[src/rtl/iil_pkg.sv]
package iil_pkg;

  typedef enum logic [2:0] {
    U_ALU  = 3'd0,
    U_MEM  = 3'd1,
    U_FADD = 3'd2,
    U_FMUL = 3'd3,
    U_DIV  = 3'd4
  } unit_e;

  typedef struct packed {
    logic raw;
    logic waw;
    logic unit_busy;
    logic port;
  } cause_t;

  function automatic int imax(input int a, input int b);
    return (a > b) ? a : b;
  endfunction

endpackage

[src/rtl/iil_pending.sv]
module iil_pending #(
  parameter int NREG = 64,
  parameter int CW   = 5,
  localparam int RW  = $clog2(NREG)
) (
  input  logic          clk,
  input  logic          rst,
  input  logic          wr_en,
  input  logic [RW-1:0] wr_idx,
  input  logic [CW-1:0] wr_lat,
  input  logic [CW-1:0] wr_wb,
  input  logic [RW-1:0] rd_a,
  input  logic [RW-1:0] rd_b,
  input  logic [RW-1:0] rd_w,
  output logic [CW-1:0] cnt_a,
  output logic [CW-1:0] cnt_b,
  output logic [CW-1:0] wcnt_w
);

  logic [CW-1:0] rdy_q [NREG];
  logic [CW-1:0] wb_q  [NREG];

  always_ff @(posedge clk) begin
    for (int r = 0; r < NREG; r++) begin
      if (rst) begin
        rdy_q[r] <= '0;
        wb_q[r]  <= '0;
      end else if (wr_en && wr_idx == RW'(r)) begin
        rdy_q[r] <= wr_lat;
        wb_q[r]  <= wr_wb;
      end else begin
        if (rdy_q[r] != '0) rdy_q[r] <= rdy_q[r] - 1'b1;
        if (wb_q[r]  != '0) wb_q[r]  <= wb_q[r]  - 1'b1;
      end
    end
  end

  assign cnt_a  = rdy_q[rd_a];
  assign cnt_b  = rdy_q[rd_b];
  assign wcnt_w = wb_q[rd_w];

  // a fresh write always loads the register's own countdown
  assert_load_seen_R9: assert property (@(posedge clk) disable iff (rst)
    (wr_en && rd_w == wr_idx) |=> (wcnt_w == $past(wr_wb)) || ($past(rd_w) != rd_w));

endmodule

[src/rtl/iil_wb_slots.sv]
module iil_wb_slots #(
  parameter int SLOTS = 27,
  parameter int PW    = 5,
  localparam int SW   = $clog2(SLOTS)
) (
  input  logic          clk,
  input  logic          rst,
  input  logic          claim,
  input  logic [PW-1:0] claim_pos,
  input  logic [PW-1:0] query_pos,
  output logic          taken
);

  logic [SLOTS-1:0] slot_q;
  logic [SLOTS-1:0] ahead;
  logic [SW-1:0]    ci;
  logic [SW-1:0]    qi;

  assign ahead = slot_q >> 1;
  assign ci    = SW'(claim_pos);
  assign qi    = SW'(query_pos);
  assign taken = slot_q[qi];

  always_ff @(posedge clk) begin
    if (rst) begin
      slot_q <= '0;
    end else begin
      slot_q <= ahead;
      if (claim) slot_q[ci] <= 1'b1;
    end
  end

  // a claim never lands on a cycle already owned by another instruction
  assert_port_single_R6: assert property (@(posedge clk) disable iff (rst)
    claim |-> !ahead[ci]);

endmodule

[src/rtl/iil_div_gate.sv]
module iil_div_gate #(
  parameter int II = 25,
  parameter int CW = 5
) (
  input  logic clk,
  input  logic rst,
  input  logic start,
  output logic busy
);

  logic [CW-1:0] left_q;

  always_ff @(posedge clk) begin
    if (rst)                left_q <= '0;
    else if (start)         left_q <= CW'(II - 1);
    else if (left_q != '0)  left_q <= left_q - 1'b1;
  end

  assign busy = (left_q != '0);

  // the divider is only started when idle
  assert_div_free_R5: assert property (@(posedge clk) disable iff (rst)
    start |-> !busy);

  // once started, the divider stays busy on the next cycle
  assert_div_hold_R5: assert property (@(posedge clk) disable iff (rst)
    start |=> busy || (II <= 1));

endmodule

[src/rtl/iil_issue_ctl.sv]
module iil_issue_ctl
  import iil_pkg::*;
#(
  parameter int NREG     = 64,
  parameter int EX_ALU   = 1,
  parameter int EX_MEM   = 1,
  parameter int EX_FADD  = 4,
  parameter int EX_FMUL  = 7,
  parameter int EX_DIV   = 25,
  parameter int LAT_ALU  = 0,
  parameter int LAT_MEM  = 1,
  parameter int LAT_FADD = 3,
  parameter int LAT_FMUL = 6,
  parameter int LAT_DIV  = 24,
  parameter int DIV_II   = 25,
  localparam int RW      = $clog2(NREG)
) (
  input  logic          clk,
  input  logic          rst,
  input  logic          in_valid,
  input  logic [2:0]    in_unit,
  input  logic [RW-1:0] in_dst,
  input  logic          in_dst_we,
  input  logic [RW-1:0] in_src1,
  input  logic          in_src1_en,
  input  logic [RW-1:0] in_src2,
  input  logic          in_src2_en,
  output logic          issue_o,
  output logic          stall_o,
  output logic [3:0]    cause_o
);

  localparam int MAXD  = imax(imax(imax(EX_ALU, EX_MEM), imax(EX_FADD, EX_FMUL)), EX_DIV);
  localparam int SLOTS = MAXD + 2;
  localparam int MAXL  = imax(imax(imax(LAT_ALU, LAT_MEM), imax(LAT_FADD, LAT_FMUL)), LAT_DIV);
  localparam int MAXV  = imax(imax(SLOTS, MAXL), DIV_II);
  localparam int CW    = $clog2(MAXV + 1);

  unit_e         unit;
  logic [CW-1:0] ex_d;
  logic [CW-1:0] lat_v;
  logic [CW-1:0] mem_at;
  logic [CW-1:0] rdy_a, rdy_b, wb_left;
  logic          port_taken;
  logic          div_busy;
  cause_t        cause;
  logic          hazard;

  assign unit = unit_e'(in_unit);

  always_comb begin
    case (unit)
      U_MEM:   begin ex_d = CW'(EX_MEM);  lat_v = CW'(LAT_MEM);  end
      U_FADD:  begin ex_d = CW'(EX_FADD); lat_v = CW'(LAT_FADD); end
      U_FMUL:  begin ex_d = CW'(EX_FMUL); lat_v = CW'(LAT_FMUL); end
      U_DIV:   begin ex_d = CW'(EX_DIV);  lat_v = CW'(LAT_DIV);  end
      default: begin ex_d = CW'(EX_ALU);  lat_v = CW'(LAT_ALU);  end
    endcase
  end

  assign mem_at = ex_d + 1'b1;

  iil_pending #(.NREG(NREG), .CW(CW)) u_pending (
    .clk    (clk),
    .rst    (rst),
    .wr_en  (issue_o && in_dst_we),
    .wr_idx (in_dst),
    .wr_lat (lat_v),
    .wr_wb  (ex_d),
    .rd_a   (in_src1),
    .rd_b   (in_src2),
    .rd_w   (in_dst),
    .cnt_a  (rdy_a),
    .cnt_b  (rdy_b),
    .wcnt_w (wb_left)
  );

  iil_wb_slots #(.SLOTS(SLOTS), .PW(CW)) u_slots (
    .clk       (clk),
    .rst       (rst),
    .claim     (issue_o),
    .claim_pos (ex_d),
    .query_pos (mem_at),
    .taken     (port_taken)
  );

  iil_div_gate #(.II(DIV_II), .CW(CW)) u_div (
    .clk   (clk),
    .rst   (rst),
    .start (issue_o && unit == U_DIV),
    .busy  (div_busy)
  );

  always_comb begin
    cause.raw       = (in_src1_en && rdy_a != '0) || (in_src2_en && rdy_b != '0);
    cause.waw       = in_dst_we && (wb_left > ex_d);
    cause.unit_busy = (unit == U_DIV) && div_busy;
    cause.port      = port_taken;
  end

  assign hazard  = |cause;
  assign issue_o = in_valid && !hazard;
  assign stall_o = in_valid && hazard;
  assign cause_o = in_valid ? cause : 4'b0000;

  assert_idle_quiet_R2: assert property (@(posedge clk) disable iff (rst)
    !in_valid |-> (!issue_o && !stall_o && cause_o == 4'b0000));

  assert_issue_xor_stall_R7: assert property (@(posedge clk) disable iff (rst)
    in_valid |-> (issue_o != stall_o));

  assert_raw_clear_R3: assert property (@(posedge clk) disable iff (rst)
    (issue_o && in_src1_en) |-> (rdy_a == '0));

  assert_waw_order_R4: assert property (@(posedge clk) disable iff (rst)
    (issue_o && in_dst_we) |-> (wb_left <= ex_d));

  assert_reset_clear_R1: assert property (@(posedge clk) disable iff (rst)
    $past(rst) |-> !stall_o);

endmodule

[config.mk]
export PLATFORM = sky130hd
export DESIGN_NAME = iil_issue_ctl
export DESIGN_NICKNAME = d
export VERILOG_FILES = /design/src/rtl/iil_pkg.sv /design/src/rtl/iil_pending.sv /design/src/rtl/iil_wb_slots.sv /design/src/rtl/iil_div_gate.sv /design/src/rtl/iil_issue_ctl.sv
export SDC_FILE = /design/constraint.sdc
export NUM_CORES = 2
export LEC_CHECK = 0
export ABC_AREA = 1
export CAP_MARGIN = 20
export CORE_ASPECT_RATIO = 0.75
export CORE_MARGIN = 5
export CORE_UTILIZATION = 45
export DETAILED_ROUTE_END_ITERATION = 8
export PLACE_DENSITY = 0.62
export REMOVE_ABC_BUFFERS = 1
export SYNTH_ARGS = -nofsm -noshare
export SYNTH_HDL_FRONTEND = slang
export SYNTH_SLANG_ARGS = --single-unit
[constraint.sdc]
create_clock -name clk -period 14 [get_ports clk]
set_input_delay 2.8 -clock clk [delete_from_list [all_inputs] [get_ports clk]]
set_output_delay 2.8 -clock clk [all_outputs]
set_load 0.005 [all_outputs]
# Word level (Yosys, flattened, before mapping)
# Memories as Yosys holds them, arrays and structs flattened.
# Cells that the tools add are included.
[classes]
eq_ne = 67
n_reduce_logical = 211
n_addsub = 130
muxes = 972
order_cmp = 4
n_bitwise = 258
[ops]
columns = ["op", "count"]
rows = [
  ["5-bit two-way mux", 258],
  ["1-bit two-way mux", 708],
  ["5-bit nonzero test", 131],
  ["5-bit by 1-bit subtractor with 5-bit output, second input constant", 129],
  ["1-bit bitwise OR", 256],
  ["6-bit == test, second input constant", 32],
  ["6-bit by 5-bit == test with 1-bit output, second input constant", 16],
  ["1-bit logical AND", 73],
  ["6-bit by 4-bit == test with 1-bit output, second input constant", 8],
  ["26-bit by 27-bit bitwise OR with 27-bit output", 1],
  ["26-bit two-way mux", 1],
  ["6-bit by 3-bit == test with 1-bit output, second input constant", 4],
  ["5-bit case mux with 4 select lines", 1],
  ["5-bit case mux with 3 select lines", 1],
  ["6-bit by 2-bit == test with 1-bit output, second input constant", 2],
  ["5-bit by 6-bit < comparator with 1-bit output, second input constant", 2],
  ["3-bit by 2-bit == test with 1-bit output, second input constant", 2],
  ["6-bit by 1-bit == test with 1-bit output, second input constant", 1],
  ["6-bit zero test", 1],
  ["5-bit by 1-bit adder with 5-bit output, second input constant", 1],
  ["1-bit binary-select mux with 5-bit select", 1],
  ["1-bit demux with 5-bit select", 1],
  ["5-bit by 1-bit >= comparator with 1-bit output, second input constant", 1],
  ["5-bit > comparator", 1],
  ["9 further kinds", 10],
]
[word_totals]
input_bits = 27
mem_count = 2
regBits = 32
elab_cells = 1648
output_inout_bits = 6
ramBits = 640
[memory_table]
columns = ["memory", "depth", "width", "rd", "rd_clocked_by_memory_dff", "wr", "line", "text"]
rows = [
  ["u_pending.rdy_q", 64, 5, 66, 0, 64, "iil_pending.sv:20", "logic [CW-1:0] rdy_q [NREG];"],
  ["u_pending.wb_q", 64, 5, 65, 0, 64, "iil_pending.sv:21", "logic [CW-1:0] wb_q [NREG];"],
]

# Logic depth before layout (Yosys ltp)
[depth]
word_depth = 15
ltp_mapped = 28
mapped_depth_nobuf = 22

# Hierarchy
# Synthesis repeated with hierarchy kept, for this count alone.
[unflattened]
hier_cells = 6292
area_unflattened_um2 = 46353.2
[by_module_without_submodules]
columns = ["module", "area_per_inst_um2", "n_inst", "cells_each", "seq_area_each_um2"]
rows = [
  ["iil_pending", 44500.2, 1, 6003, 19218.4],
  ["iil_wb_slots", 1283.7, 1, 191, 540.5],
  ["iil_issue_ctl", 339.1, 1, 67, 0.0],
  ["iil_div_gate", 230.2, 1, 31, 100.1],
]

# Worst setup path after synthesis
# No wires, ideal clock.
[synth_path]
path_kind = "input -> output"
start = "input in_unit[2]"
end = "output issue_o"
required_time_ns = 11.200
path_buffers = 6
setup_slack_ns = 4.636
path_stages = 23
t_arrival_ns = 6.564
cell_sequence = "inv_1 > nor3_1 > clkbuf_1 > clkbuf_1 > inv_1 > ha_1 > nor2_1 > clkbuf_1 > inv_1 > ha_1 > clkbuf_1 > inv_1 > a21oi_1 > o21ai_0 > nand3_1 > nand3_1 > nand3_1 > nand2_1 > nor2_1 > nand3_2 > nor2_1 > buf_2 > buf_2"
[synth_via]
elab_chain_len = 8
word_cells_on_any_way = 13
cone_classes = "add/sub (1); order compare (1); eq/ne (3); mux (3); reduce/logical (5)"
[synth_lines]
columns = ["item", "line", "text"]
rows = [
  ["start: declaration", "iil_issue_ctl.sv:21", "input logic [2:0] in_unit,"],
  ["3-bit == test or 3-bit by 2-bit == test with 1-bit output (tied branches)", "iil_issue_ctl.sv:52, iil_issue_ctl.sv:97", ""],
  ["5-bit case mux with 3 select lines", "iil_issue_ctl.sv:52", "case (unit)"],
  ["5-bit by 1-bit adder with 5-bit output", "iil_issue_ctl.sv:61", "assign mem_at = ex_d + 1'b1;"],
  ["1-bit binary-select mux with 5-bit select", "iil_wb_slots.sv:22", "assign taken = slot_q[qi];"],
  ["1-bit two-way mux (implied by the code)", "iil_wb_slots.sv:22", ""],
  ["4-bit OR reduction (*)", "iil_issue_ctl.sv:101", "assign hazard = |cause;"],
  ["1-bit zero test (*)", "iil_issue_ctl.sv:102", "assign issue_o = in_valid && !hazard;"],
  ["1-bit logical AND (*)", "iil_issue_ctl.sv:102", ""],
  ["end: declaration", "iil_issue_ctl.sv:28", "output logic issue_o,"],
]
# Mark *: on every way between the ends. The rest lies on a longest branch, timed or not. The select of a mux whose other input is x is not followed.

# Worst setup path in the final report
[layout_path]
start = "input in_dst[0]"
end = "output stall_o"
[layout_via]
elab_chain_len = 5
[layout_lines]
columns = ["item", "line", "text"]
rows = [
  ["start: declaration", "iil_issue_ctl.sv:22", "input logic [RW-1:0] in_dst,"],
  ["memory read 64 x 5 bit", "--", ""],
  ["5-bit > comparator", "iil_issue_ctl.sv:96", "cause.waw = in_dst_we && (wb_left > ex_d);"],
  ["1-bit logical AND", "iil_issue_ctl.sv:96", ""],
  ["4-bit OR reduction", "iil_issue_ctl.sv:101", ""],
  ["1-bit logical AND", "iil_issue_ctl.sv:103", "assign stall_o = in_valid && hazard;"],
  ["end: declaration", "iil_issue_ctl.sv:29", "output logic stall_o,"],
]
# Every way passes these cells.

==> impl_results.md <==
- Yosys reg bits: approximately 670
- Avg Cell Area, Syn: 7.42 um^2
- Sink Count: between 600 and 700
- DR WL/cell: between 20 and 25 um
- Die Span X: 381 um
- Final Cycle Share: 78.0%
- CP delay by family, top: buffers and inverters
- Pleak: about 24 nW
- Reg-to-Reg Start: u_pending.wb_q[53][2]
- PD cells: 216 nW/um^2
- Routed vias/inst: 5.81
- Drt pass-1 iters: 6
- Hold WS: 411 ps
- Final Util: 49.0%
- Total Wirelength: 168,000 um
- Setup TNS: 0 ps
- CTS Buf Count: 75
- Status: complete, no violations
- Max clock buf depth: 3
- Max-slew violation count: 0
- CP max-delay cell: nor2_4
- Minimum clock period: roughly 11,000 ps
- Drt first-iter violations: 6,414
- IO Port Bufs: 32
- DRT antenna net count: 0
- Critical path type: input port to output port
- Initial antenna violation count: 3
- Pre-CTS setup slack: 3210 ps
- Number of hold violations in the final report: 0
- CP dominant cell by count: nand2_1
- Layout Nets: about 6,300
- CP arrival: 8120 ps
- Layout Skew: 28.9 ps
- Worst ir drop on vdd: 0.127 mV
- Post-synthesis cell type count: 36
- Worst-Skew Late Latency: a little under 700 ps
- Dpl cell area: 47,900 um^2
- First-pass GRT wire length: 249,000 um
- Achievable clock frequency: a little over 90 MHz
- Total gr overflow: 0
- Via Count: 44,000
- RSZ-0062 raised after global routing: no
- Core area: 103,000 um^2
- Seq. cell area: 19,900 um^2
- Register area share after synthesis: between 40% and 50%
- GRT Util Overall: about 30%
- CP max FO: 44
- Pwr Total: between 10 and 15 mW
- Syn Inst Count: 6,274
- Clock Pin Slew Worst Setup and Hold Paths: ~60 ps
- Crit start category: input port
- GP Congestion: ~0.95
- Die H: 289 um
- Number of max-cap violations: 0
- Num ports: 33
- Post-cts sizing count: 0
- Ys Warns: 0
- CP Capture Type: output port
- Critical Path Start: in_dst[0]
- Post-Syn Area: 46,600 um^2
- Final non-filler cell total: 7,572
- Pin count of the biggest net entering global routing: 160
- H-tree lvl count: 3
- Multi-input logic area: roughly 22,000 um^2
- Initial Utilization: 45.2%
- Setup repair bufs after CTS: 0
- Area of the die: 110,000 um^2
- Rows: 102
- Dpl hpwl: 116,000 um
- Tightest Pin Transition: 1100 ps
- Worst Min Path Start: u_slots.slot_q[17]
- Ant diodes: 0
- Hold_buf cts: 0
- Area growth syn-to-layout: 8.30%
- Max stage delay on crit path: 800 ps
- Root Driver: clkbuf_16
- Endpoints failing setup: 0
- Min setup slack post-route: 3080 ps
- Slew HR: a little over a quarter
- Share of cells above drive strength 1: 3.10%
- Fin area: 50,400 um^2
- TritonCTS clock tree: built
- Crit path cell chain: clkdlybuf4s50_1 > inv_1 > nor2_4 > buf_4 > a22oi_1 > o221ai_1 > nand2_1 > a41oi_1 > a21oi_1 > o221ai_1 > ha_1 > nand3_1 > o311ai_0 > nand2_1 > nand2_1 > nor2_1 > nand3_2 > nand2_1 > inv_1 > clkdlybuf4s50_1
- Number of global-route vias before repair: 39,600
- Placed Instances: 7,435
- CP Buf/Inv Count: 5
- Critical Path RT: around 11,000 ps
- Hold Path Class: flip-flop to flip-flop
- DRC Markers: 0
- # fillers: roughly 10,000
-- state kept, by name (all words and copies together) (netlist names) --
name and cells:
u_div.left_q 5, u_pending.rdy_q 320, u_pending.wb_q 320, u_slots.slot_q 27
-- synth_stat cells --
cell type | count | area [um^2]
a211oi_1 | 2 | 15.0
a21oi_1 | 66 | 330
a221oi_1 | 10 | 87.6
a22o_1 | 10 | 87.6
a22oi_1 | 80 | 601
a31oi_1 | 4 | 25.0
a41oi_1 | 5 | 43.8
buf_1 | 21 | 78.8
buf_2 | 80 | 400
buf_4 | 2 | 15.0
clkbuf_1 | 169 | 634
clkinv_1 | 3 | 11.3
dfxtp_1 | 32 | 641
edfxtp_1 | 640 | 19200
ha_1 | 139 | 1740
inv_1 | 969 | 3640
inv_2 | 4 | 15.0
mux2i_1 | 1 | 10.0
nand2_1 | 2056 | 7720
nand3_1 | 568 | 2840
nand3_2 | 1 | 10.0
nand3b_1 | 1 | 7.51
nand4_1 | 332 | 2080
nor2_1 | 438 | 1640
nor2_4 | 1 | 11.3
nor3_1 | 42 | 210
nor3_4 | 1 | 16.3
nor3b_1 | 1 | 7.51
o211ai_1 | 58 | 435
o21ai_0 | 190 | 951
o21ai_1 | 2 | 10.0
o221ai_1 | 84 | 736
o311ai_0 | 1 | 8.76
or2_2 | 3 | 18.8
xnor2_1 | 4 | 35.0
xor2_1 | 254 | 2220
-- cells by family (layout without fill, tap and decap cells) --
family          after synthesis  in the layout  share of synthesized area [%]
simple gates               3444           3444                           31.3
buf+inv                    1248           1194                           10.3
flops                       672            672                           42.7
compound gates              512            512                           7.15
xor+xnor                    258            258                           4.85
fa+ha+maj                   139            139                           3.74
mux                           1              1                         0.0215
-- worst paths after layout --
path | cells past startpoint | slack (ps) | endpoint
min | 2 | 410 | u_slots.slot_q[16]
max reg2reg | 20 | 7950 | u_pending.wb_q[54][0]
max | 20 | 3080 | stall_o
min reg2reg | 2 | 410 | u_slots.slot_q[16]
-- where the power goes --
part / switching (mW) / leakage (nW) / internal [mW]
clock network: 0.884 / 1.24 / 1.23
logic: 3.09 / 15.7 / 1.55
registers: 0.699 / 7.51 / 3.44
-- cell type report --
cell class	count	share of cell area, %
clock inverter	43	0.983
multi-input combinational	4354	43.6
clock buffer	94	4.03
inverter	976	7.28
tap	1352	3.36
sequential	672	39.4
timing repair buffer	81	1.35
-- worst reg2reg max path, stage by stage (launching register included) --
cell	delay (ps)
edfxtp_1	530
a22oi_1	230
o221ai_1	150
a22o_1	260
a221oi_1	580
o221ai_1	230
ha_1	340
a21oi_1	140
nand3b_1	110
o311ai_0	160
nand2_1	210
nand2_1	70
nor2_1	140
nand3_2	150
nor2_4	180
buf_4	580
buf_4	840
nand3_1	180
nand2_1	240
inv_1	150
nand2_1	250
-- per-layer routing --
layer	GRT usage, %	wire (um)
met5	0	27
met4	9.50	5620
met3	8.89	24100
met2	40.3	64700
met1	44.6	73100
-- placed cells by master, fill, tap and decap left out, types with 2 or more instances in the layout --
| cell type | synthesis | routed |
|---|---|---|
| o221ai_1 | 84 | 84 |
| clkbuf_1 | 169 | 13 |
| clkbuf_16 | 0 | 77 |
| nor2_4 | 1 | 5 |
| nand3_1 | 568 | 568 |
| clkinv_2 | 0 | 13 |
| inv_6 | 0 | 3 |
| clkinv_1 | 3 | 16 |
| a21oi_1 | 66 | 65 |
| a31oi_1 | 4 | 4 |
| o211ai_1 | 58 | 58 |
| clkinv_4 | 0 | 2 |
| a22o_1 | 10 | 10 |
| nor2_2 | 0 | 4 |
| bufinv_16 | 0 | 11 |
| o21ai_1 | 2 | 2 |
| edfxtp_1 | 640 | 640 |
| nand2_4 | 0 | 4 |
| or2_2 | 3 | 3 |
| clkdlybuf4s50_1 | 0 | 25 |
| inv_1 | 969 | 967 |
| inv_2 | 4 | 5 |
| nor2_1 | 438 | 430 |
| o21ai_0 | 190 | 190 |
| a211oi_1 | 2 | 2 |
| xor2_1 | 254 | 254 |
| clkbuf_8 | 0 | 4 |
| buf_2 | 80 | 3 |
| nor3_1 | 42 | 41 |
| buf_4 | 2 | 51 |
| a221oi_1 | 10 | 10 |
| nand2_1 | 2056 | 2052 |
| dfxtp_1 | 32 | 32 |
| ha_1 | 139 | 139 |
| xnor2_1 | 4 | 4 |
| a22oi_1 | 80 | 80 |
| nand4_1 | 332 | 332 |
| a41oi_1 | 5 | 5 |
No activity file was read; power rests on OpenSTA's default activity.
